### src/rtl/cps_pkg.sv
package cps_pkg;
  localparam int unsigned BYTE_W = 8;

  typedef enum logic [1:0] {
    PH_ADDR,
    PH_MAP,
    PH_DATA,
    PH_SKIP
  } phase_t;

  typedef enum logic [1:0] {
    ACK_NONE,
    ACK_WAIT,
    ACK_DRIVE
  } ack_t;
endpackage

### src/rtl/cps_sync.sv
module cps_sync #(
  parameter int W = 3
) (
  input  logic         clk,
  input  logic         rst_n,
  input  logic [W-1:0] din,
  output logic [W-1:0] lvl,
  output logic [W-1:0] rise,
  output logic [W-1:0] fall
);
  logic [W-1:0] meta, stage, prev;

  always_ff @(posedge clk or negedge rst_n) begin
    if (!rst_n) begin
      meta  <= '0;
      stage <= '0;
      prev  <= '0;
    end else begin
      meta  <= din;
      stage <= meta;
      prev  <= stage;
    end
  end

  assign lvl  = stage;
  assign rise = stage & ~prev;
  assign fall = ~stage & prev;
endmodule

### src/rtl/cps_mode_sel.sv
module cps_mode_sel (
  input  logic clk,
  input  logic rst_n,
  input  logic cs_fall,
  output logic spi_mode
);
  always_ff @(posedge clk or negedge rst_n) begin
    if (!rst_n)       spi_mode <= 1'b0;
    else if (cs_fall) spi_mode <= 1'b1;
  end

  p_spi_sticky_r4: assert property (@(posedge clk) disable iff (!rst_n)
    spi_mode |=> spi_mode);
  p_spi_entry_r4: assert property (@(posedge clk) disable iff (!rst_n)
    $rose(spi_mode) |-> $past(cs_fall));
endmodule

### src/rtl/cps_frame.sv
module cps_frame
  import cps_pkg::*;
#(
  parameter logic [5:0] DEV_HI = 6'b100101,
  parameter int         MAP_W  = 4
) (
  input  logic              clk,
  input  logic              rst_n,
  input  logic              spi,
  input  logic              spi_now,
  input  logic              scl_lvl,
  input  logic              scl_rise,
  input  logic              scl_fall,
  input  logic              sda_lvl,
  input  logic              sda_rise,
  input  logic              sda_fall,
  input  logic              cs_lvl,
  input  logic              cs_rise,
  input  logic              cs_fall,
  output logic              sda_drive,
  output logic              dbyte_stb,
  output logic [BYTE_W-1:0] dbyte,
  output logic [MAP_W-1:0]  dptr
);
  localparam int CNT_W = $clog2(BYTE_W);

  logic              active;
  phase_t            ph;
  ack_t              ack;
  logic [CNT_W-1:0]  bcnt;
  logic [BYTE_W-1:0] sh;
  logic [MAP_W-1:0]  ptr;

  logic tw_start, tw_stop, sp_start, sp_end, sample, last_bit, addr_ok;
  logic [BYTE_W-1:0] sh_nx;

  assign tw_start = !spi_now && scl_lvl && sda_fall;
  assign tw_stop  = !spi_now && scl_lvl && sda_rise;
  assign sp_start = spi_now && cs_fall;
  assign sp_end   = spi && cs_rise;
  assign sample   = active && scl_rise && (spi ? !cs_lvl : (ack == ACK_NONE));
  assign last_bit = (bcnt == CNT_W'(BYTE_W - 1));
  assign sh_nx    = {sh[BYTE_W-2:0], sda_lvl};
  assign addr_ok  = (sh_nx[7:2] == DEV_HI) && (sh_nx[1] == (spi ? 1'b0 : cs_lvl)) && !sh_nx[0];

  always_ff @(posedge clk or negedge rst_n) begin
    if (!rst_n) begin
      active    <= 1'b0;
      ph        <= PH_ADDR;
      ack       <= ACK_NONE;
      bcnt      <= '0;
      sh        <= '0;
      ptr       <= '0;
      dbyte_stb <= 1'b0;
      dbyte     <= '0;
    end else begin
      dbyte_stb <= 1'b0;
      if (tw_start || sp_start) begin
        active <= 1'b1;
        ph     <= PH_ADDR;
        ack    <= ACK_NONE;
        bcnt   <= '0;
      end else if (tw_stop || sp_end) begin
        active <= 1'b0;
        ack    <= ACK_NONE;
        bcnt   <= '0;
      end else begin
        if (!spi && scl_fall) begin
          if (ack == ACK_WAIT)       ack <= ACK_DRIVE;
          else if (ack == ACK_DRIVE) ack <= ACK_NONE;
        end
        if (sample) begin
          sh   <= sh_nx;
          bcnt <= bcnt + 1'b1;
          if (last_bit) begin
            unique case (ph)
              PH_ADDR: begin
                if (addr_ok) begin
                  ph  <= PH_MAP;
                  ack <= spi ? ACK_NONE : ACK_WAIT;
                end else begin
                  ph  <= PH_SKIP;
                end
              end
              PH_MAP: begin
                ptr <= sh_nx[MAP_W-1:0];
                ph  <= PH_DATA;
                ack <= spi ? ACK_NONE : ACK_WAIT;
              end
              PH_DATA: begin
                dbyte_stb <= 1'b1;
                dbyte     <= sh_nx;
                ptr       <= ptr + 1'b1;
                ack       <= spi ? ACK_NONE : ACK_WAIT;
              end
              default: ph <= PH_SKIP;
            endcase
          end
        end
      end
    end
  end

  // Data-byte strobe carries the pointer value before its increment.
  logic [MAP_W-1:0] ptr_at_stb;
  always_ff @(posedge clk or negedge rst_n) begin
    if (!rst_n)                           ptr_at_stb <= '0;
    else if (sample && last_bit && ph == PH_DATA) ptr_at_stb <= ptr;
  end

  assign dptr      = ptr_at_stb;
  assign sda_drive = (ack == ACK_DRIVE);

  p_ack_on_low_clk_r2: assert property (@(posedge clk) disable iff (!rst_n)
    $rose(sda_drive) |-> !scl_lvl);
  p_no_ack_in_spi_r4: assert property (@(posedge clk) disable iff (!rst_n)
    spi |-> !sda_drive);
  p_ptr_step_r3: assert property (@(posedge clk) disable iff (!rst_n)
    dbyte_stb |-> ptr == dptr + 1'b1);
endmodule

### src/rtl/cps_wr_port.sv
module cps_wr_port
  import cps_pkg::*;
#(
  parameter int MAP_W = 4
) (
  input  logic              clk,
  input  logic              rst_n,
  input  logic              stb,
  input  logic [MAP_W-1:0]  addr,
  input  logic [BYTE_W-1:0] data,
  input  logic              wr_ready,
  output logic              wr_valid,
  output logic [MAP_W-1:0]  wr_addr,
  output logic [BYTE_W-1:0] wr_data
);
  always_ff @(posedge clk or negedge rst_n) begin
    if (!rst_n) begin
      wr_valid <= 1'b0;
      wr_addr  <= '0;
      wr_data  <= '0;
    end else if (stb && !wr_valid) begin
      wr_valid <= 1'b1;
      wr_addr  <= addr;
      wr_data  <= data;
    end else if (wr_valid && wr_ready) begin
      wr_valid <= 1'b0;
    end
  end

  p_hold_under_stall_r8: assert property (@(posedge clk) disable iff (!rst_n)
    (wr_valid && !wr_ready) |=> (wr_valid && $stable(wr_addr) && $stable(wr_data)));
endmodule

### src/rtl/ctrl_port_slave.sv
module ctrl_port_slave
  import cps_pkg::*;
#(
  parameter logic [5:0] DEV_ADDR_HI = 6'b100101,
  parameter int         MAP_W       = 4
) (
  input  logic              clk,
  input  logic              rst_n,
  input  logic              scl_i,
  input  logic              sda_i,
  output logic              sda_oe,
  input  logic              cs_ad_i,
  output logic              wr_valid,
  input  logic              wr_ready,
  output logic [MAP_W-1:0]  wr_addr,
  output logic [BYTE_W-1:0] wr_data
);
  localparam int NPIN = 3;
  localparam int I_SCL = 0, I_SDA = 1, I_CS = 2;

  logic [NPIN-1:0] lvl, rise, fall;
  logic spi_mode, dbyte_stb;
  logic [BYTE_W-1:0] dbyte;
  logic [MAP_W-1:0] dptr;

  cps_sync #(.W(NPIN)) u_sync (
    .clk(clk), .rst_n(rst_n), .din({cs_ad_i, sda_i, scl_i}),
    .lvl(lvl), .rise(rise), .fall(fall)
  );

  cps_mode_sel u_mode (
    .clk(clk), .rst_n(rst_n), .cs_fall(fall[I_CS]), .spi_mode(spi_mode)
  );

  cps_frame #(.DEV_HI(DEV_ADDR_HI), .MAP_W(MAP_W)) u_frame (
    .clk(clk), .rst_n(rst_n),
    .spi(spi_mode), .spi_now(spi_mode | fall[I_CS]),
    .scl_lvl(lvl[I_SCL]), .scl_rise(rise[I_SCL]), .scl_fall(fall[I_SCL]),
    .sda_lvl(lvl[I_SDA]), .sda_rise(rise[I_SDA]), .sda_fall(fall[I_SDA]),
    .cs_lvl(lvl[I_CS]), .cs_rise(rise[I_CS]), .cs_fall(fall[I_CS]),
    .sda_drive(sda_oe), .dbyte_stb(dbyte_stb), .dbyte(dbyte), .dptr(dptr)
  );

  cps_wr_port #(.MAP_W(MAP_W)) u_wr (
    .clk(clk), .rst_n(rst_n), .stb(dbyte_stb), .addr(dptr), .data(dbyte),
    .wr_ready(wr_ready), .wr_valid(wr_valid), .wr_addr(wr_addr), .wr_data(wr_data)
  );
endmodule

### config.mk
export PLATFORM = sky130hd
export DESIGN_NAME = ctrl_port_slave
export DESIGN_NICKNAME = d
export VERILOG_FILES = /design/src/rtl/cps_pkg.sv /design/src/rtl/cps_sync.sv /design/src/rtl/cps_mode_sel.sv /design/src/rtl/cps_frame.sv /design/src/rtl/cps_wr_port.sv /design/src/rtl/ctrl_port_slave.sv
export SDC_FILE = /design/constraint.sdc
export NUM_CORES = 1
export LEC_CHECK = 0
export ABC_AREA = 1
export BUFFER_PORTS_ARGS = -buffer_cell sky130_fd_sc_hd__buf_2
export CAP_MARGIN = 15
export CORE_MARGIN = 3
export CORE_UTILIZATION = 55
export DETAILED_ROUTE_END_ITERATION = 10
export PLACE_DENSITY = 0.74
export SYNTH_ARGS = -nofsm -noshare
export SYNTH_HDL_FRONTEND = slang
export SYNTH_SLANG_ARGS = --single-unit
### constraint.sdc
create_clock -name clk -period 3.45 [get_ports clk]
set_input_delay 0.345 -clock clk [delete_from_list [all_inputs] [get_ports clk]]
set_output_delay 0.345 -clock clk [all_outputs]
set_load 0.005 [all_outputs]
==> results.cfg, run 1 <==
[run_status]
status = completed

[place]
dp_hpwl_um = 2890
port_buffers = 19
dp_worst_setup_slack_ns = 1.73
gp_congestion = 0.799
dpl_cell_area_um2 = 2530

[synthesis]
synth_area_um2 = 2400
synth.avg_cell_area_um2 = 9.84
ys_seq_elements = 55
ys_seq_area_frac = 0.573
syn-num-nets = 257
ys_warn_count = 0
synth_cell_types = 25
synthCells = 244

[floorplan]
die_height_um = 72.1
dieArea_um2 = 5190
initial_core_util = 0.583
die_w_um = 72.1
core_um2 = 4120
ioPinCount = 20
rows = 23

[grt]
grtUsageTotal = 0.177
grt_max_degree = 33
grt_pass1_wl_um = 7110
grt_overflow = 0
first_global_vias = 1546
antenna_found_initial = 0

[clocking]
cts_setup_buffers = 0
cts_root_buf = clkbuf_8
ctsHoldBuffers = 0
htree_levels = 2
clk_latency_ns = 0.32
cts.repair.resized = 0
cts_tree = built
cts_made_buffers = 5
clock-sinks = 55
clockBufferDepth = 2
clk_transition_reported_paths_ns = 0.11

[layout]
fill_cells = 348
area_growth_pct = 9.69
final_cell_area_um2 = 2630
final_util = 0.640
diodes = 0
layout-drive-gt1-share = 0.213
fin_nets = 280

[critical_path]
cp.required_ns = 3.66
cp_cell_sequence = inv_1 > nand2_1 > nand4_1 > nand2_2 > nor2_4 > nand2_2 > nand2_1 > o21ai_2
path_delay_family = simple AND/OR/NAND/NOR gates
crit_path_top_delay_cell = dfrtp_1
crit_path_end_kind = flip-flop
crit_type = flip-flop to flip-flop
cp_data_arrival_time_ns = 1.94
start_kind = flip-flop
slowest_delay_ns = 0.42
cp_max_fo = 14
path_buf_inv = 1

[hold_path]
hp-class = input port to async pin

[route]
top_layer = met4
route.met2.wl_um = 1830
route.detailed.drc = 0
met3_length_um = 141
routed_wl_um = 3960
first_pass_iters = 4
wl_met1_um = 1930
dr.first_iter.drc_count = 101
vias = 1614
wl_per_cell_um = 12.5
postRouteAntennaNets = 0
viasPerCell = 5.08

[timing]
tightest_slew_ns = 0.691
slew_viol_final = 0
tns_ns = 0
skew_ns = 0.0105
setup_viol_count_final = 0
max_freq_mhz = 580
period_share = 0.499
layout_min_cycle_time_ns = 1.72
setup_slack_ns = 1.73
slew-limit-headroom = 0.539
rsz0062_at_grt = false
hold_viol = 0

[power_and_ir_drop]
ir_worst_vdd_uv = 337
leakage_nw = 1.42
powerDensity_nw_per_um2 = 432

[job]
maxCapViolations = 0
==> worst register-to-register path, delay by kind of cell, from the launching register on <==
kind,cells,cell delay (ns)
flip-flops,1,0.42
buffers and inverters,1,0.08
AND/OR/NAND/NOR,6,1.07
AO/OA/AOI/OAI,1,0.06
==> logic make-up after synthesis <==
group           count (synthesis)  synth area share
xor+xnor                        2           0.00730
fa+ha+maj                       7            0.0365
buf+inv                        27            0.0505
flops                          55             0.573
simple gates                  116             0.220
mux                             8            0.0375
compound gates                 29            0.0745
==> registers in the layout (all words and copies together) (netlist names) <==
register           count
u_frame.dbyte          8
u_wr.wr_data           8
u_frame.sh             7
u_frame.dptr           4
u_frame.ptr            4
u_wr.wr_addr           4
u_frame.bcnt           3
u_sync.lvl             3
u_sync.meta            3
u_sync.prev            3
u_frame.ack            2
u_frame.ph             2
u_frame.active         1
u_frame.dbyte_stb      1
u_mode.spi_mode        1
u_wr.wr_valid          1
==> cells in the mapped netlist (all sizes together) <==
library cell  count  area share
o21ai            27       0.070
or2               1      0.0026
buf               4       0.015
ha                7       0.036
a21oi             2      0.0042
nand4             2      0.0052
mux2              8       0.038
nor2             21       0.046
nand3            17       0.043
nand2            74        0.12
xor2              2      0.0073
dfrtp            55        0.57
inv              23       0.036
nand3b            1      0.0031
==> path summary, 6_finish.rpt <==
path | startpoint | end | slack, ns | depth (start not counted)
setup reg to reg | u_sync.lvl[2] | u_frame.sh[2] | 1.73 | 8
hold reg to reg | u_sync.meta[0] | u_sync.lvl[0] | 0.36 | 0
max in group asynchronous | rst_n | u_sync.prev[0] | 2.61 | 2
hold / removal | rst_n | u_wr.wr_data[3] | 0.06 | 1
setup / recovery | u_sync.lvl[2] | u_frame.sh[2] | 1.73 | 8
min in group clk | sda_i | u_sync.meta[1] | 0.13 | 1
==> routing by layer <==
| layer | vias to the layer above | GRT usage |
|---|---|---|
| met1 | 757 | 0.250 |
| li1 | 821 | - |
| met5 | - | 0 |
| met4 | 0 | 0.0689 |
| met2 | 31 | 0.265 |
| met3 | 5 | 0.0416 |
==> power by group <==
group | internal (mW) | switching [mW] | total (mW) | leakage, nW
clock | 0.153 | 0.229 | 0.382 | 0.0515
combinational | 0.0224 | 0.0554 | 0.0778 | 0.635
sequential | 0.663 | 0.0159 | 0.679 | 0.738
total | 0.838 | 0.300 | 1.14 | 1.42
==> placed cells by master, fill, tap and decap left out, drive strengths merged <==
| cell type | synthesis | layout |
|---|---|---|
| buf | 4 | 20 |
| inv | 23 | 24 |
| nand4 | 2 | 2 |
| nor2 | 21 | 21 |
| nand3b | 1 | 1 |
| ha | 7 | 7 |
| clkinv | 0 | 2 |
| clkbuf | 0 | 5 |
| nand3 | 17 | 17 |
| nand2 | 74 | 74 |
| mux2 | 8 | 8 |
| a21oi | 2 | 2 |
| or2 | 1 | 1 |
| dfrtp | 55 | 55 |
| xor2 | 2 | 2 |
| o21ai | 27 | 27 |
==> final cells by class <==
type	instances	area, um^2	area share
flip-flops and latches	55	1380	0.523
multi-input cells	162	903	0.343
repair buffers	20	103	0.0390
inverters	23	86.3	0.0328
clock buffers	5	68.8	0.0261
well taps	50	62.6	0.0238
clock inverters	3	33.8	0.0128
==> metrics by stage <==
step	total power, mW	std cells	hold WS [ns]
final	1.14	318	0.0566
after global routing	1.19	318	0.0994
after CTS	1.15	318	0.0754
after detailed placement	0.772	310	0.336
after global placement	0.770	310	0.332
after floorplan	0.740	244	0.0494
Note: power is estimated with default switching activity, not from simulation.
==> inputs of run 2 (changes only) <==
==> constraint.sdc (replaced) <==
create_clock -name clk -period 1.7 [get_ports clk]
set_input_delay 0.17 -clock clk [delete_from_list [all_inputs] [get_ports clk]]
set_output_delay 0.17 -clock clk [all_outputs]
set_load 0.005 [all_outputs]
==> run 2 against run 1 <==
  * Largest power group unchanged
  * Core utilization grew 1.4 points
  * First-iteration DRC count is 4.0% lower
  * Power grew 99%
  * Sequential power is 100% higher
  * Worst hold slack gained 0.0068 ns
  * Flip-flop and latch count did not move
  * Largest cell class unchanged
  * Wire length is 1.6% lower
  * Highest routed layer unchanged
==> results.cfg, run 2 (synthesis gave the netlist of run 1 again) <==
[floorplan]
dieArea_um2 = 5190
initial_core_util = 0.583
die_height_um = 72.1
ioPinCount = 20
die_w_um = 72.1
rows = 23
core_um2 = 4120

[power_and_ir_drop]
leakage_nw = 1.44
powerDensity_nw_per_um2 = 842
ir_worst_vdd_uv = 536

[timing]
skew_ns = 0.0101
tightest_slew_ns = 0.574
setup_slack_ns = 0.180
timing.hold.ws_ns = 0.0634
layout_min_cycle_time_ns = 1.52
max_freq_mhz = 658
rsz0062_at_grt = false
tns_ns = 0
slew-limit-headroom = 0.616
period_share = 0.894
slew_viol_final = 0
setup_viol_count_final = 0
hold_viol = 0

[layout]
final_common_cell = nand2_1
fill_cells = 330
diodes = 0
final_util = 0.654
layout-drive-gt1-share = 0.223
area_growth_pct = 12.0
mostFrequentLayoutCells = nand2_1, dfrtp_1, buf_2
reg_top3 = u_frame.dbyte: 8 flops, u_wr.wr_data: 8 flops, u_frame.sh: 7 flops
fin_nets = 285
final_cell_area_um2 = 2690

[clocking]
clk_transition_reported_paths_ns = 0.09
clk_latency_ns = 0.31
clockBufferDepth = 2
cts_root_buf = clkbuf_8
cts_setup_buffers = 0
clock-sinks = 55
cts_made_buffers = 5
htree_levels = 2
cts_tree = built

[grt]
grt_overflow = 0
grt_pass1_wl_um = 6860
antenna_found_initial = 0
grt_max_degree = 37
grtUsageTotal = 0.174
first_global_vias = 1493

[run_status]
status = completed

[route]
routed_wl_um = 3900
first_pass_iters = 4
viasPerCell = 5.04
dr.first_iter.drc_count = 97
wl_per_cell_um = 12.1
route.detailed.drc = 0
postRouteAntennaNets = 0
vias = 1627

[job]
maxCapViolations = 0

[hold_path]
hold_depth = 2
hp-class = input port to flip-flop

[critical_path]
crit_path_top_delay_cell = dfrtp_1
path_buf_inv = 1
worst-path-stages = 8
cp_data_arrival_time_ns = 1.72
crit_path_end_kind = flip-flop
slowest_delay_ns = 0.42
start_kind = flip-flop
cp_max_fo = 12
cp_cell_sequence = ha_1 > ha_1 > nand3_4 > nor2_8 > nand2_4 > inv_2 > nand2_1 > nand2_1
crit_type = flip-flop to flip-flop
r2r_cells = 8
cp.required_ns = 1.90
path_delay_family = simple AND/OR/NAND/NOR gates

[place]
gp_congestion = 0.862
dp_worst_setup_slack_ns = 0.0879
port_buffers = 19
dpl_cell_area_um2 = 2550
dp_hpwl_um = 2820
-- run 2: cell types whose count changed in the layout (fill, tap and decap cells not counted), sizes merged --
cell	change
buf	+1
inv	-1
clkinvlp	+1
dlygate4sd3	+4
-- run 2: per-stage QoR --
| stage | std cells | total power [mW] |
|---|---|---|
| after CTS | 323 | 2.30 |
| after global routing | 323 | 2.38 |
| after global placement | 311 | 1.56 |
| after detailed placement | 311 | 1.57 |
| after floorplan | 244 | 1.50 |
| final | 323 | 2.26 |
-- run 2: layout make-up --
cell class | instances | area (um^2) | area share
repair buffers | 25 | 163 | 0.0605
flip-flops and latches | 55 | 1380 | 0.512
multi-input cells | 162 | 908 | 0.338
inverters | 23 | 86.3 | 0.0321
clock inverters | 3 | 25.0 | 0.00930
clock buffers | 5 | 68.8 | 0.0256
well taps | 50 | 62.6 | 0.0233
-- run 2: timing repair --
item | CTS | global route
setup endpoints to repair | 0 | 8
endpoints found under the hold margin | 22 | 0
gates resized for setup | 0 | 3
hold buffers | 4 | 0
-- run 2: path summary, 6_finish.rpt --
| path | from | end | slack [ns] |
|---|---|---|---|
| max in group asynchronous | rst_n | u_sync.prev[2] | 0.83 |
| min in group asynchronous | rst_n | u_wr.wr_data[2] | 0.33 |
| min | wr_ready | u_wr.wr_valid | 0.06 |
| min reg2reg | u_sync.meta[2] | u_sync.lvl[2] | 0.36 |
| max | u_frame.bcnt[0] | u_frame.dbyte[6] | 0.18 |
| max reg2reg | u_frame.bcnt[0] | u_frame.dbyte[6] | 0.18 |
-- run 2: per-layer routing --
metal,global-route usage,share of wire,vias up,routed length (um)
met5,0,0,-,0
met4,0.0877,0.019,0,73
met3,0.0499,0.040,6,154
met2,0.256,0.47,32,1820
met1,0.237,0.47,755,1850
li1,-,-,834,-
-- run 2: power breakdown --
part	switching [mW]	leakage (nW)	internal, mW
registers	0.0328	0.738	1.34
logic	0.112	0.662	0.0572
clock network	0.423	0.0443	0.295
